**config.mk**
```make
export PLATFORM = sky130hd
export DESIGN_NAME = sadd_serial_adder
export DESIGN_NICKNAME = d
export VERILOG_FILES = /design/src/rtl/sadd_pkg.sv /design/src/rtl/sadd_rst_sync.sv /design/src/rtl/sadd_pair_class.sv /design/src/rtl/sadd_carry_fsm.sv /design/src/rtl/sadd_result.sv /design/src/rtl/sadd_serial_adder.sv
export SDC_FILE = /design/constraint.sdc
export NUM_CORES = 1
export LEC_CHECK = 0
export BUFFER_PORTS_ARGS = -buffer_cell sky130_fd_sc_hd__buf_2
export CORE_AREA = 2 2 39 41
export CTS_BUF_LIST = sky130_fd_sc_hd__clkbuf_16
export CTS_CLUSTER_DIAMETER = 80
export DETAILED_ROUTE_END_ITERATION = 8
export DIE_AREA = 0 0 41 43
export GPL_TIMING_DRIVEN = 0
export PLACE_DENSITY = 0.5
export SETUP_SLACK_MARGIN = 0.05
export SLEW_MARGIN = 20
export SYNTH_ARGS = -nofsm -noshare
export SYNTH_HDL_FRONTEND = slang
export SYNTH_SLANG_ARGS = --single-unit
export TNS_END_PERCENT = 5
```
**constraint.sdc**
```tcl
create_clock -name clk -period 1.75 [get_ports clk]
set_clock_uncertainty 0.05 [all_clocks]
set_input_delay 0.2625 -clock clk [delete_from_list [all_inputs] [get_ports clk]]
set_output_delay 0.2625 -clock clk [all_outputs]
set_load 0.01 [all_outputs]
```
**src/rtl/sadd_pkg.sv**
```systemverilog
package sadd_pkg;

  // Kind of one bit pair with respect to the carry it leaves behind.
  typedef enum logic [1:0] {
    PAIR_KILL = 2'd0,
    PAIR_PROP = 2'd1,
    PAIR_GEN  = 2'd2
  } pair_kind_e;

  // The two states of the serial adder.
  typedef enum logic {
    CY_CLEAR = 1'b0,
    CY_SET   = 1'b1
  } carry_state_e;

endpackage

```
**src/rtl/sadd_rst_sync.sv**
```systemverilog
module sadd_rst_sync #(
  parameter int STAGES = 2
) (
  input  logic clk,
  input  logic rst_n,
  output logic rst_ns
);

  localparam int LAST_IDX = STAGES - 1;

  logic [LAST_IDX:0] chain_q;
  logic [LAST_IDX:0] chain_d;

  generate
    if (STAGES == 1) begin : g_single
      always_comb chain_d = 1'b1;
    end else begin : g_multi
      always_comb chain_d = {chain_q[LAST_IDX-1:0], 1'b1};
    end
  endgenerate

  always_ff @(posedge clk or negedge rst_n) begin
    if (!rst_n) chain_q <= '0;
    else        chain_q <= chain_d;
  end

  assign rst_ns = chain_q[LAST_IDX];

endmodule

```
**src/rtl/sadd_pair_class.sv**
```systemverilog
module sadd_pair_class
  import sadd_pkg::*;
(
  input  logic       a_bit,
  input  logic       b_bit,
  input  logic       carry_in,
  input  logic       take,
  output pair_kind_e kind,
  output logic       sum_bit
);

  // Sort the pair into generate, kill or propagate.
  always_comb begin
    unique case ({a_bit, b_bit})
      2'b11:   kind = PAIR_GEN;
      2'b00:   kind = PAIR_KILL;
      default: kind = PAIR_PROP;
    endcase
  end

  // Mealy output: the sum depends on the transition taken.
  always_comb begin
    sum_bit = 1'b0;
    if (take) begin
      unique case (kind)
        PAIR_PROP: sum_bit = ~carry_in;
        default:   sum_bit = carry_in;
      endcase
    end
  end

endmodule

```
**src/rtl/sadd_carry_fsm.sv**
```systemverilog
module sadd_carry_fsm
  import sadd_pkg::*;
(
  input  logic       clk,
  input  logic       rst_n,
  input  logic       clr,
  input  logic       take,
  input  logic       first,
  input  pair_kind_e kind,
  output logic       carry_in,
  output logic       carry_next,
  output logic       carry_q
);

  carry_state_e state_q;
  carry_state_e state_d;
  carry_state_e after_pair;
  logic         load_en;

  // A first pair ignores whatever carry is stored.
  always_comb carry_in = first ? 1'b0 : (state_q == CY_SET);

  always_comb begin
    unique case (kind)
      PAIR_GEN:  after_pair = CY_SET;
      PAIR_KILL: after_pair = CY_CLEAR;
      default:   after_pair = carry_in ? CY_SET : CY_CLEAR;
    endcase
  end

  always_comb begin
    load_en = clr | take;
    state_d = state_q;
    if (clr)       state_d = CY_CLEAR;
    else if (take) state_d = after_pair;
  end

  always_ff @(posedge clk or negedge rst_n) begin
    if (!rst_n)       state_q <= CY_CLEAR;
    else if (load_en) state_q <= state_d;
  end

  assign carry_next = (after_pair == CY_SET);
  assign carry_q    = (state_q == CY_SET);

endmodule

```
**src/rtl/sadd_result.sv**
```systemverilog
module sadd_result (
  input  logic clk,
  input  logic rst_n,
  input  logic clr,
  input  logic take,
  input  logic first,
  input  logic last,
  input  logic carry_next,
  output logic done,
  output logic carry_out
);

  logic done_d;
  logic cout_d;
  logic res_en;

  always_comb begin
    res_en = clr | (take & (last | first));
    done_d = done;
    cout_d = carry_out;
    if (clr) begin
      done_d = 1'b0;
      cout_d = 1'b0;
    end else if (take && last) begin
      done_d = 1'b1;
      cout_d = carry_next;
    end else if (take && first) begin
      done_d = 1'b0;
      cout_d = 1'b0;
    end
  end

  always_ff @(posedge clk or negedge rst_n) begin
    if (!rst_n) begin
      done      <= 1'b0;
      carry_out <= 1'b0;
    end else if (res_en) begin
      done      <= done_d;
      carry_out <= cout_d;
    end
  end

endmodule

```
**src/rtl/sadd_serial_adder.sv**
```systemverilog
module sadd_serial_adder
  import sadd_pkg::*;
#(
  parameter int RST_STAGES = 2
) (
  input  logic clk,
  input  logic rst_n,
  input  logic clr,
  input  logic pair_valid,
  input  logic first,
  input  logic last,
  input  logic a_bit,
  input  logic b_bit,
  output logic sum_bit,
  output logic sum_valid,
  output logic carry_out,
  output logic done
);

  logic       rst_ns;
  logic       take;
  logic       carry_in;
  logic       carry_next;
  logic       carry_q;
  pair_kind_e kind;

  sadd_rst_sync #(.STAGES(RST_STAGES)) u_rst (
    .clk    (clk),
    .rst_n  (rst_n),
    .rst_ns (rst_ns)
  );

  // A clear in the same cycle discards the pair.
  assign take      = pair_valid & ~clr;
  assign sum_valid = take;

  sadd_pair_class u_class (
    .a_bit    (a_bit),
    .b_bit    (b_bit),
    .carry_in (carry_in),
    .take     (take),
    .kind     (kind),
    .sum_bit  (sum_bit)
  );

  sadd_carry_fsm u_fsm (
    .clk        (clk),
    .rst_n      (rst_ns),
    .clr        (clr),
    .take       (take),
    .first      (first),
    .kind       (kind),
    .carry_in   (carry_in),
    .carry_next (carry_next),
    .carry_q    (carry_q)
  );

  sadd_result u_res (
    .clk        (clk),
    .rst_n      (rst_ns),
    .clr        (clr),
    .take       (take),
    .first      (first),
    .last       (last),
    .carry_next (carry_next),
    .done       (done),
    .carry_out  (carry_out)
  );

endmodule

```
* Word-level counts from Yosys, hierarchy flattened
Cells that the tools add are included.
Cells by class: reductions and logical operators 8, bitwise logic cells 7, eq/ne operators 3, muxes and demuxes 13
Operators with widths (number):
- $mux W1 | 11
- $eq A2 B2 Y1 const B | 2
- $logic_not A2 Y1 | 2
- $pmux W2 S2 | 1
- $reduce_and A2 Y1 | 2
- $or A1 B1 Y1 | 3
- $reduce_bool A3 Y1 | 1
- $and A1 B1 Y1 | 2
- $eq A2 B1 Y1 const B | 1
- $logic_and A1 B1 Y1 | 2
- $not A1 Y1 | 2
- $pmux W1 S2 | 1
- $reduce_bool A2 Y1 | 1
Word-level totals: input bits 8, flip-flop bits (word level) 5, word-level logic and storage cells 35, output and inout port bits 4

* Depth between registers and ports, before layout
Gate-level depths: netlist (run 1).
depth in word-level cells 6, depth in mapped cells 3, gate-level depth less buffers 3

* By module
From an unflattened synthesis (run 1), not the netlist that was laid out.
Unflattened totals: cells, all modules 25, area total of the unflattened synthesis 271.5 µm²
Modules (own cells, without submodules):
- sadd_result | times used 1, seq. area each 50.0 µm², area each 98.8 µm², cells each 9
- sadd_carry_fsm | times used 1, seq. area each 25.0 µm², area each 77.6 µm², cells each 9
- sadd_rst_sync | times used 1, seq. area each 50.0 µm², area each 53.8 µm², cells each 3
- sadd_pair_class | times used 1, seq. area each 0.0 µm², area each 27.5 µm², cells each 3
- sadd_serial_adder | times used 1, seq. area each 0.0 µm², area each 13.8 µm², cells each 1

* Least setup slack after synthesis (run 1)
No wires, ideal clock.
path kind input to output, start point in first, end point out sum_bit, stages on the path 3, buffers on the path 0, arrival time 1.057 ns, slack 0.380 ns, required time 1.437 ns, cells stage by stage nand2b_1 fa_1 and2b_1
Between the ends: word-level cells in the longest chain between the ends 4
RTL lines:
- start: declaration | line sadd_serial_adder.sv:10 | input logic first,
- $mux W1 (*) | line sadd_carry_fsm.sv:21 | always_comb carry_in = first ? 1'b0 : (state_q == CY_SET);
- $not A1 Y1 | line sadd_pair_class.sv:26 | PAIR_PROP: sum_bit = ~carry_in;
- $mux W1 (*) | line sadd_pair_class.sv:25 | unique case (kind)
- $mux W1 (*) | line sadd_pair_class.sv:24 | if (take) begin
- end: declaration | line sadd_serial_adder.sv:14 | output logic sum_bit,
Mark *: on every way between the ends. The rest lies on a longest branch, timed or not.

* Worst setup path in the final report (run 1)
start point reg u_fsm.state_q (netlist: u_fsm.carry_q), end point out sum_bit
Between the ends: word-level cells in the longest chain between the ends 4
RTL lines:
- start: declaration | line sadd_carry_fsm.sv:15 | carry_state_e state_q;
- start signal: assignment | line sadd_carry_fsm.sv:40 | else if (load_en) state_q <= state_d;
- $mux W1 (*) | line sadd_carry_fsm.sv:21
- $not A1 Y1 | line sadd_pair_class.sv:26
- $mux W1 (*) | line sadd_pair_class.sv:25
- $mux W1 (*) | line sadd_pair_class.sv:24
Marked as above.

==> metrics.md, run 1 <==
| Metric | Value |
|---|---|
| Number of antenna violations at the first check in global routing | 0 |
| Aggregate global-route resource usage | 0.0698 |
| Vias per cell | 3.77 |
| Chain of cells forming the critical path | nand2b_1, fa_1, and2b_1, buf_2 |
| Max VDD drop | 0.710 mV |
| FF+latch count, synth | 5 |
| Int Power | 0.441 mW |
| Share of post-route cells with drive strength above 1 | 0.459 |
| Wire per inst | 8.74 µm |
| Die outline height | 43 µm |
| Register area share after synthesis | 0.513 |
| Number of slew-limit violations in the final report | 0 |
| Fillers | 149 |
| Vias in the first global route | 190 |
| Post-Synthesis Net Count | 29 |
| Setup crit start kind | flop |
| Critical path data required time | 1.44 ns |
| Setup repair after global routing missed its margin | true |
| Seq. cell area | 125 µm² |
| Worst Setup Path Type | reg -> out |
| Detailed-route DRC error count | 0 |
| Placer's final routability congestion estimate | 0.629 |
| Portion of total power attributed to the clock network | 0.688 |
| IO Pins | 12 |
| Switching fraction of total power | 0.177 |
| Ant diodes | 0 |
| Total clock sinks | 5 |
| Residual overflow from global routing | 0 |
| Maximum single-stage delay on the critical path | 0.47 ns |
| Residual antenna-violating net count after detailed routing | 0 |
| Synthesized area | 244 µm² |
| Mean Syn Cell Area | 12.2 µm² |
| Crit path buf inv count | 1 |
| Placed Area | 319 µm² |
| Arrival time worst endpoint | 1.39 ns |
| Post-layout minimum cycle time | 1.70 ns |
| Max-cap check violation count | 0 |
| Multi-input gate area | 111 µm² |
| Chip width | 41 µm |
| Wire length reported by the detailed router | 463 µm |
| Highest-count cells in the layout ignoring fill and taps | sky130_fd_sc_hd__buf_2, sky130_fd_sc_hd__dfrtp_1, sky130_fd_sc_hd__inv_1, sky130_fd_sc_hd__clkbuf_16 |
| Final TNS setup | 0 ns |
| Combinational share of power | 0.080 |
| Status | complete, no violations |
| Number of iterations in the first detailed-routing pass | 2 |
| Clock root buffer master | sky130_fd_sc_hd__clkbuf_16 |
| Seq pwr share | 0.232 |
| Number of distinct library cells after synthesis | 14 |
| Level count of the clock H-tree | 1 |
| Floorplan core area | 1380 µm² |
| Gate count of the mapped netlist | 20 |
| Number of buffers inserted by port buffering | 11 |
| Static leakage | 0.214 nW |
| Clock buffers created by TritonCTS | 3 |
| HP Class | in -> reg |
| Maximum achievable frequency | 0.589 GHz |
| DIE AREA | 1760 µm² |
| Hold Vio Cnt, Final | 0 |
| TritonCTS clock tree | built |
| Pin count of the biggest net entering global routing | 7 |
| Nature of the critical path endpoint | output port |
| Pwr Density | 1280 nW/µm² |
| Skew-Pair Late Insertion Delay | 0.23 ns |
| Cell with the largest stage delay on the worst path | sky130_fd_sc_hd__fa_1 |
| Setup-violating endpoint count in the final report | 0 |
| Standard-cell rows | 14 |
| Crit path max-delay family | adder cells |
| Initial core utilization | 0.176 |
| Global-route wire length before repair | 745 µm |
| Crit-path max FO | 2 |
| Final-stage net count | 47 |
| Yosys warning count | 0 |
| Fin area | 418 µm² |
| Total power of the final layout | 0.535 mW |
| Number of violations reported at the end of detailed-routing iteration 0 | 3 |
| Share of the clock period used by the worst path | 0.971 |
| Post-CTS clock slew at the launch and capture registers of the worst setup and hold paths | 0.03 ns |
| Switch Pwr | 0.0945 mW |
| Via count of the routed design | 200 |
| Most frequent standard cell in the layout excluding fill and tap cells | sky130_fd_sc_hd__buf_2 |
| Bufs on Longest Clock Path | 2 |
| Area added between synthesis and finish | 71.3% |
## sequential cells by signal, indices dropped and copies added, names as in the netlist
| register | cells |
|---|---|
| u_fsm.carry_q | 1 |
| u_res.carry_out | 1 |
| u_res.done | 1 |
| u_rst.chain_q | 2 |
## path summary, 6_finish.rpt
path / from / to / slack [ns] / cells past startpoint
hold reg to reg: u_rst.chain_q[0]$_DFF_PN0_ / u_rst.chain_q[1]$_DFF_PN0_ / 0.30 / 0
setup reg to reg: u_fsm.carry_q$_DFFE_PN0P_ / u_res.carry_out$_DFFE_PN0P_ / 0.53 / 3
setup / recovery: u_fsm.carry_q$_DFFE_PN0P_ / sum_bit / 0.05 / 4
min in group asynchronous: rst_n / u_rst.chain_q[0]$_DFF_PN0_ / 0.31 / 2
max in group asynchronous: u_rst.chain_q[1]$_DFF_PN0_ / u_res.carry_out$_DFFE_PN0P_ / 1.00 / 1
hold / removal: clr / u_res.done$_DFFE_PN0P_ / 0.23 / 2
## power by group through the flow
stage	Sequential, mW	Combinational (mW)	Clock [mW]
floorplan	0.128	0.0190	0
detailed placement	0.127	0.0389	0
CTS	0.124	0.0436	0.376
finish	0.124	0.0427	0.368
global placement	0.127	0.0387	0
global route	0.125	0.0490	0.389
## cells in the mapped netlist
cell type                  count  area share
sky130_fd_sc_hd__o21a_1        1       0.031
sky130_fd_sc_hd__inv_1         2       0.031
sky130_fd_sc_hd__and2b_1       1       0.031
sky130_fd_sc_hd__a21oi_1       1       0.020
sky130_fd_sc_hd__fa_1          1       0.082
sky130_fd_sc_hd__nand2_1       1       0.015
sky130_fd_sc_hd__conb_1        1       0.015
sky130_fd_sc_hd__nor2b_4       1       0.056
sky130_fd_sc_hd__nand2b_1      2       0.051
sky130_fd_sc_hd__nor2_1        1       0.015
sky130_fd_sc_hd__a21bo_2       1       0.041
sky130_fd_sc_hd__a211oi_1      1       0.031
sky130_fd_sc_hd__dfrtp_1       5        0.51
sky130_fd_sc_hd__o32ai_2       1       0.067
## metrics by stage
step / hold WS (ns) / setup WS [ns] / instances / utilization
finish: 0.235 / 0.0511 / 53 / 0.302
global route: 0.260 / -0.0244 / 53 / 0.302
CTS: 0.238 / 0.0386 / 53 / 0.302
detailed placement: -0.0125 / 0.155 / 47 / 0.231
global placement: -0.0133 / 0.157 / 47 / 0.231
floorplan: -0.0831 / 0.380 / 20 / -
## area by class of cell
type / count / area share
flip-flops and latches: 5 / 0.299
multi-input cells: 13 / 0.266
clock buffers: 3 / 0.180
repair buffers: 13 / 0.180
well taps: 16 / 0.0479
inverters: 2 / 0.0180
clock inverters: 1 / 0.00898
## timing repair
item / in CTS / in global routing
buffers inserted: 0 / 0
setup endpoints to repair: 1 / 1
resized for setup: 0 / 0
endpoints found under the hold margin: 5 / 0
hold buffers: 2 / 0
cloned: 0 / 0
## logic make-up (layout without fill, tap and decap cells)
| family | count (synthesis) | in the layout | share of synthesized area |
|---|---|---|---|
| AND/OR/NAND/NOR | 6 | 6 | 0.169 |
| AO/OA/AOI/OAI | 5 | 5 | 0.190 |
| flip-flops | 5 | 5 | 0.513 |
| buffers and inverters | 2 | 19 | 0.0308 |
| adder cells (fa/ha/maj) | 1 | 1 | 0.0821 |
| other | 1 | 1 | 0.0154 |
## layer usage
layer	part of all wire	GRT usage	wire length, µm	vias to the layer above
met4	0.017	0.0400	8	0
li1	-	-	-	97
met3	0.16	0.0628	73	2
met1	0.47	0.0792	218	87
met5	0	0	0	-
met2	0.35	0.0844	162	14
No activity file was read; power rests on OpenSTA's default activity.
==> run 2: changes to the inputs <==
- ABC_AREA: not set -> 1
- PLACE_DENSITY: 0.5 -> 0.48
==> metrics.md, run 2 <==
| Metric | Value |
|---|---|
| Post-Synth Simple-Gate Area | 0.200 (was 0.169) |
| Standard-cell rows | 14 (unchanged) |
| Area fraction of the dominant cell type after synthesis | 0.556 (was 0.513) |
| Status | complete, no violations (unchanged) |
| Adder-Cell Fraction of Synth Area | 0.0889 (was 0.0821) |
| Max-cap check violation count | 0 (unchanged) |
| Nature of the critical path endpoint | output port (unchanged) |
| Pin count of the biggest net entering global routing | 6 (was 7) |
| Prevailing post-synth register cell | sky130_fd_sc_hd__dfrtp_1 (unchanged) |
| Multi-input gate area | 83.8 µm² (was 111 µm²) |
| Fin area | 402 µm² (was 418 µm²) |
| Bufs on Longest Clock Path | 2 (unchanged) |
| Level count of the clock H-tree | 1 (unchanged) |
| Most frequent standard cell in the layout excluding fill and tap cells | sky130_fd_sc_hd__buf_2 (unchanged) |
| Cell with the largest stage delay on the worst path | sky130_fd_sc_hd__fa_1 (unchanged) |
| Wire length reported by the detailed router | 516 µm (was 463 µm) |
| Number of iterations in the first detailed-routing pass | 4 (was 2) |
| Wire per inst | 9.05 µm (was 8.74 µm) |
| Area added between synthesis and finish | 78.3% (was 71.3%) |
| Die outline height | 43 µm (unchanged) |
| Number of distinct library cells after synthesis | 11 (was 14) |
| Aggregate global-route resource usage | 0.0747 (was 0.0698) |
| Post-Synthesis Net Count | 33 (was 29) |
| Share of async-settable or async-resettable flops after synthesis | 1.00 (unchanged) |
| Library cell with the largest summed area after synthesis | sky130_fd_sc_hd__dfrtp_1 (unchanged) |
| Share of the synthesized area in compound gates (AO/OA/AOI/OAI) | 0.0556 (was 0.190) |
| Origin of the worst setup path | u_fsm.carry_q$_DFFE_PN0P_ (unchanged) |
| Static leakage | 0.226 nW (was 0.214 nW) |
| Synthesized area | 225 µm² (was 244 µm²) |
| Residual overflow from global routing | 0 (unchanged) |
| Mux share of post-synthesis cell area | 0 (unchanged) |
| Via count of the routed design | 213 (was 200) |
| Residual antenna-violating net count after detailed routing | 0 (unchanged) |
| Setup repair after global routing missed its margin | true (unchanged) |
| Worst Setup Path Type | reg -> out (unchanged) |
| IO Pins | 12 (unchanged) |
| Most frequent cell after synthesis | sky130_fd_sc_hd__dfrtp_1 (unchanged) |
| Largest family of logic cells by synthesized area | simple AND/OR/NAND/NOR gates (was compound AO/OA/AOI/OAI gates) |
| HP Class | in -> reg (unchanged) |
| Ant diodes | 0 (unchanged) |
| DIE AREA | 1760 µm² (unchanged) |
| Setup crit start kind | flop (unchanged) |
| Crit-path max FO | 2 (unchanged) |
| Destination of the worst register-to-register timing path | u_fsm.carry_q$_DFFE_PN0P_ (was u_res.carry_out$_DFFE_PN0P_) |
| Chip width | 41 µm (unchanged) |
| Detail Placement HPWL | 372 µm |
| Clock buffers created by TritonCTS | 3 (unchanged) |
| Final-stage net count | 51 (was 47) |
| Vias in the first global route | 200 (was 190) |
| Chain of cells forming the critical path | nand2_2, fa_1, nor2_1, buf_2 (was nand2b_1, fa_1, and2b_1, buf_2) |
| Gate count of the mapped netlist | 24 (was 20) |
| Register area share after synthesis | 0.556 (was 0.513) |
| Floorplan core area | 1380 µm² (unchanged) |
| Total power of the final layout | 0.529 mW (was 0.535 mW) |
| Placer's final routability congestion estimate | 0.528 (was 0.629) |
| Worst reg2reg startpoint | u_fsm.carry_q$_DFFE_PN0P_ (unchanged) |
| Skew-Pair Late Insertion Delay | 0.22 ns (was 0.23 ns) |
| Register bank with the most flops | u_rst.chain_q (unchanged) |
| Initial core utilization | 0.163 (was 0.176) |
| Max VDD drop | 0.582 mV (was 0.710 mV) |
| Number of antenna violations at the first check in global routing | 0 (unchanged) |
| Placed Area | 300 µm² (was 319 µm²) |
| Share of post-route cells with drive strength above 1 | 0.390 (was 0.459) |
| Post-layout minimum cycle time | 1.63 ns (was 1.70 ns) |
| Critical path data required time | 1.44 ns (about the same) |
| XOR/XNOR share of the synthesized area | 0 (unchanged) |
| Slack of the worst reg-to-reg path | 0.54 ns (was 0.53 ns) |
| Setup-violating endpoint count in the final report | 0 (unchanged) |
| Hold Vio Cnt, Final | 0 (unchanged) |
| Fillers | 148 (was 149) |
| Post-CTS clock slew at the launch and capture registers of the worst setup and hold paths | 0.03 ns (about the same) |
| Share of the clock period used by the worst path | 0.929 (was 0.971) |
| Final TNS setup | 0 ns (unchanged) |
| Maximum single-stage delay on the critical path | 0.51 ns (was 0.47 ns) |
| Clock root buffer master | sky130_fd_sc_hd__clkbuf_16 (unchanged) |
| Mean Syn Cell Area | 9.38 µm² (was 12.2 µm²) |
| Top cells by instance count after synthesis | sky130_fd_sc_hd__dfrtp_1, sky130_fd_sc_hd__inv_1, sky130_fd_sc_hd__nand2_1 (was sky130_fd_sc_hd__dfrtp_1, sky130_fd_sc_hd__inv_1, sky130_fd_sc_hd__nand2b_1) |
| Number of slew-limit violations in the final report | 0 (unchanged) |
| Post-CTS setup buffer count | 0 (unchanged) |
| Vias per cell | 3.74 (was 3.77) |
| FF+latch count, synth | 5 (unchanged) |
| Number of buffers inserted by port buffering | 11 (unchanged) |
| Detailed-route DRC error count | 0 (unchanged) |
| Maximum achievable frequency | 0.615 GHz (was 0.589 GHz) |
| Number of flip-flops under the largest register name | 2 (unchanged) |
| Termination of the worst setup path | sum_bit (unchanged) |
| Total clock sinks | 5 (unchanged) |
| TritonCTS clock tree | built (unchanged) |
| Number of cells on the worst reg-to-reg path | 3 (unchanged) |
| Pwr Density | 1320 nW/µm² (was 1280 nW/µm²) |
| Yosys warning count | 0 (unchanged) |
| Highest-count cells in the layout ignoring fill and taps | sky130_fd_sc_hd__buf_2, sky130_fd_sc_hd__inv_1, sky130_fd_sc_hd__dfrtp_1 (was sky130_fd_sc_hd__buf_2, sky130_fd_sc_hd__dfrtp_1, sky130_fd_sc_hd__inv_1, sky130_fd_sc_hd__clkbuf_16) |
| Arrival time worst endpoint | 1.31 ns (was 1.39 ns) |
| Number of violations reported at the end of detailed-routing iteration 0 | 3 (unchanged) |
| Global-route wire length before repair | 765 µm (was 745 µm) |
| Number of flops mapped to enable cells by yosys | 0 (unchanged) |
| Cell types occupying the most area after synthesis | sky130_fd_sc_hd__dfrtp_1, sky130_fd_sc_hd__fa_1, sky130_fd_sc_hd__nand3_1, sky130_fd_sc_hd__inv_1, sky130_fd_sc_hd__nand2_1 (was sky130_fd_sc_hd__dfrtp_1, sky130_fd_sc_hd__fa_1, sky130_fd_sc_hd__o32ai_2, sky130_fd_sc_hd__nor2b_4, sky130_fd_sc_hd__nand2b_1) |
| Seq. cell area | 125 µm² (unchanged) |
run 2: worst max-delay path: cells and delay by family, from the launching register on:
| family | cells | cell delay (ns) |
|---|---|---|
| DFF | 1 | 0.36 |
| buffers and inverters | 1 | 0.13 |
| adders and majority gates | 1 | 0.51 |
| and+or+nand+nor | 2 | 0.10 |
run 2: worst min path at each step:
stage | from | to | slack [ns] | cells after the start
after detailed placement | u_rst.chain_q[1]$_DFF_PN0_ | u_fsm.carry_q$_DFFE_PN0P_ | -0.01 | 0
after CTS | clr | u_fsm.carry_q$_DFFE_PN0P_ | 0.19 | 2
final | clr | u_fsm.carry_q$_DFFE_PN0P_ | 0.19 | 2
after floorplan | rst_n | u_rst.chain_q[0]$_DFF_PN0_ | -0.08 | 0
after global routing | clr | u_fsm.carry_q$_DFFE_PN0P_ | 0.20 | 2
after global placement | u_rst.chain_q[1]$_DFF_PN0_ | u_fsm.carry_q$_DFFE_PN0P_ | -0.01 | 0
run 2: layout make-up:
cell class                 count  share of cell area
inverter                       5              0.0467
multi-input combinational     14               0.209
timing repair buffer          13               0.187
clock inverter                 1             0.00935
tap                           16              0.0498
sequential                     5               0.312
clock buffer                   3               0.187
run 2: kinds of logic after synthesis:
family / after synthesis
AOI/OAI and AO/OA: 2
DFF: 5
and+or+nand+nor: 10
adders and majority gates: 1
buffers and inverters: 5
other: 1
run 2: what timing repair did:
| action | 4_1_cts | 5_1_grt |
|---|---|---|
| resized for setup | 0 | 1 |
| hold buffers | 2 | 0 |
| endpoints found under the setup margin | 0 | 1 |
| hold endpoints to repair | 5 | 0 |
run 2: power breakdown:
group / switching (mW) / total, mW / internal, mW
Combinational: 0.0203 / 0.0389 / 0.0187
Clock: 0.0693 / 0.365 / 0.295
Sequential: 0.00291 / 0.125 / 0.123
run 2: per-stage QoR:
step	utilization	setup slack (ns)	hold WS, ns	std cells
after global placement	0.217	0.323	-0.0146	51
after CTS	0.288	0.0953	0.187	57
after floorplan	-	0.424	-0.0831	24
after detailed placement	0.217	0.292	-0.00967	51
after global routing	0.290	0.0424	0.197	57
final	0.290	0.124	0.192	57
run 2: per-layer routing:
metal / part of all wire / track usage / vias up
met5: 0 / 0 / -
met4: 0 / 0.0600 / 0
met3: 0.11 / 0.0471 / 0
met2: 0.51 / 0.109 / 11
met1: 0.37 / 0.0686 / 96
li1: - / - / 106
==> run 3: changes to the inputs <==
- CELL_PAD_IN_SITES_DETAIL_PLACEMENT: not set -> 1
- CELL_PAD_IN_SITES_GLOBAL_PLACEMENT: not set -> 2
- PLACE_DENSITY: 0.48 -> 0.69
==> metrics.md, run 3 (synthesized netlist as in run 2, its figures left out) <==
| Metric | Value |
|---|---|
| Stages on worst setup path | 4 (unchanged) |
| Die outline height | 43 µm (unchanged) |
| Crit-path max FO | 2 (unchanged) |
| Final TNS setup | 0 ns (unchanged) |
| CTS-repair resized insts | 0 (unchanged) |
| Maximum single-stage delay on the critical path | 0.41 ns (was 0.51 ns) |
| Clock buffers created by TritonCTS | 3 (unchanged) |
| TritonCTS clock tree | built (unchanged) |
| Pin count of the biggest net entering global routing | 6 (unchanged) |
| Skew-Pair Late Insertion Delay | 0.23 ns (was 0.22 ns) |
| Setup-violating endpoint count in the final report | 0 (unchanged) |
| Register bank with the most flops | u_rst.chain_q (unchanged) |
| Crit path max-delay family | adder cells (unchanged) |
| Standard-cell rows | 14 (unchanged) |
| Number of violations reported at the end of detailed-routing iteration 0 | 3 (unchanged) |
| Met2 wirelength from detailed routing | 196 µm (was 265 µm) |
| Destination of the worst register-to-register timing path | u_fsm.carry_q$_DFFE_PN0P_ (unchanged) |
| Number of iterations in the first detailed-routing pass | 2 (was 4) |
| Highest routing layer actually used | met4 (was met3) |
| Final-stage net count | 51 (unchanged) |
| Met3 routed wirelength | 101 µm (was 58 µm) |
| Level count of the clock H-tree | 1 (unchanged) |
| Initial core utilization | 0.163 (unchanged) |
| Dpl ws | 0.301 ns (was 0.292 ns) |
| Residual antenna-violating net count after detailed routing | 0 (unchanged) |
| Aggregate global-route resource usage | 0.0851 (was 0.0747) |
| Detailed-route DRC error count | 0 (unchanged) |
| Number of flip-flops under the largest register name | 2 (unchanged) |
| Origin of the worst setup path | u_fsm.carry_q$_DFFE_PN0P_ (unchanged) |
| Hold Vio Cnt, Final | 0 (unchanged) |
| IO Pins | 12 (unchanged) |
| Detail Placement HPWL | 417 µm (was 372 µm) |
| Post-layout minimum cycle time | 1.62 ns (was 1.63 ns) |
| Chip width | 41 µm (unchanged) |
| Chain of cells forming the critical path | nand2_1, fa_1, nor2_1, buf_2 (was nand2_2, fa_1, nor2_1, buf_2) |
| Crit path buf inv count | 1 (unchanged) |
| Bufs on Longest Clock Path | 2 (unchanged) |
| Pwr Density | 1330 nW/µm² (was 1320 nW/µm²) |
| Global-route wire length before repair | 903 µm (was 765 µm) |
| Most frequent standard cell in the layout excluding fill and tap cells | sky130_fd_sc_hd__buf_2 (unchanged) |
| Via count of the routed design | 218 (was 213) |
| Setup crit start kind | flop (unchanged) |
| Share of the clock period used by the worst path | 0.927 (was 0.929) |
| Floorplan core area | 1380 µm² (unchanged) |
| Critical path data required time | 1.44 ns (about the same) |
| Post-CTS clock slew at the launch and capture registers of the worst setup and hold paths | 0.03 ns (about the same) |
| Wire length reported by the detailed router | 546 µm (was 516 µm) |
| Worst Setup Path Type | reg -> out (unchanged) |
| Placer's final routability congestion estimate | 0.577 (was 0.528) |
| Wire length the detailed router placed on met1 | 231 µm (was 192 µm) |
| Worst reg2reg startpoint | u_fsm.carry_q$_DFFE_PN0P_ (unchanged) |
| Placed Area | 300 µm² (unchanged) |
| Total clock sinks | 5 (unchanged) |
| Cell with the largest stage delay on the worst path | sky130_fd_sc_hd__fa_1 (unchanged) |
| Nature of the critical path endpoint | output port (unchanged) |
| Maximum achievable frequency | 0.616 GHz (was 0.615 GHz) |
| Number of cells on the worst reg-to-reg path | 3 (unchanged) |
| Fin worst setup slack | 0.128 ns (was 0.124 ns) |
| Clock root buffer master | sky130_fd_sc_hd__clkbuf_16 (unchanged) |
| Area added between synthesis and finish | 77.2% (was 78.3%) |
| Setup repair after global routing missed its margin | false (was true) |
| Number of antenna violations at the first check in global routing | 0 (unchanged) |
| Final-layout worst hold slack | 0.186 ns (was 0.192 ns) |
| Status | complete, no violations (unchanged) |
| Number of slew-limit violations in the final report | 0 (unchanged) |
| Share of post-route cells with drive strength above 1 | 0.366 (was 0.390) |
| Fin area | 399 µm² (was 402 µm²) |
| Vias per cell | 3.82 (was 3.74) |
| Arrival time worst endpoint | 1.31 ns (about the same) |
| Ant diodes | 0 (unchanged) |
| Wire per inst | 9.58 µm (was 9.05 µm) |
| Static leakage | 0.226 nW (about the same) |
| Termination of the worst setup path | sum_bit (unchanged) |
| Max VDD drop | 0.554 mV (was 0.582 mV) |
| HP Class | in -> reg (unchanged) |
| Slack of the worst reg-to-reg path | 0.58 ns (was 0.54 ns) |
| Vias in the first global route | 240 (was 200) |
| Max-cap check violation count | 0 (unchanged) |
| Residual overflow from global routing | 0 (unchanged) |
| DIE AREA | 1760 µm² (unchanged) |
| Highest-count cells in the layout ignoring fill and taps | sky130_fd_sc_hd__buf_2, sky130_fd_sc_hd__inv_1, sky130_fd_sc_hd__dfrtp_1 (unchanged) |
| Number of buffers inserted by port buffering | 11 (unchanged) |
## run 3: cell count changes in the layout (fill, tap and decap cells not counted)
| cell | previous run | this run |
|---|---|---|
| sky130_fd_sc_hd__nand2_2 | 1 | 0 |
| sky130_fd_sc_hd__nand2_1 | 3 | 4 |
## run 3: how the worst min path moves through the flow
stage / startpoint / endpoint / slack, ns / cells after the start
2_1_floorplan: rst_n / u_rst.chain_q[0]$_DFF_PN0_ / -0.08 / 0
3_3_place_gp: u_rst.chain_q[1]$_DFF_PN0_ / u_fsm.carry_q$_DFFE_PN0P_ / -0.01 / 0
3_5_place_dp: u_rst.chain_q[1]$_DFF_PN0_ / u_res.carry_out$_DFFE_PN0P_ / -0.008 / 0
4_1_cts: clr / u_fsm.carry_q$_DFFE_PN0P_ / 0.19 / 2
5_1_grt: clr / u_fsm.carry_q$_DFFE_PN0P_ / 0.20 / 2
6_report: clr / u_fsm.carry_q$_DFFE_PN0P_ / 0.19 / 2
## run 3: what timing repair did
action | 4_1_cts | 5_1_grt
setup buffers | 0 | 0
endpoints found under the hold margin | 5 | 0
endpoints found under the setup margin | 0 | 0
hold buffers | 2 | 0
## run 3: area by class of cell
type	count	area, µm²
fillers	170	985
flip-flops and latches	5	125
multi-input cells	14	81.3
clock buffers	3	75.1
repair buffers	13	75.1
well taps	16	20.0
inverters	5	18.8
clock inverters	1	3.75
## run 3: report_power, final
part	switching (mW)	internal (mW)
clock network	0.0734	0.296
logic	0.0200	0.0185
registers	0.00248	0.123
## run 3: metrics by stage
| stage | power [mW] | cells | utilization |
|---|---|---|---|
| 2_1_floorplan | 0.143 | 24 | - |
| 3_3_place_gp | 0.162 | 51 | 0.217 |
| 3_5_place_dp | 0.162 | 51 | 0.217 |
| 6_report | 0.533 | 57 | 0.288 |
| 4_1_cts | 0.544 | 57 | 0.288 |
| 5_1_grt | 0.558 | 57 | 0.288 |
## run 3: routing by layer
layer  global-route usage  vias to the layer above
met1               0.0927                       95
met4               0.0800                        0
met5                    0                        -
met2                0.106                       14
met3               0.0524                        2
li1                     -                      107
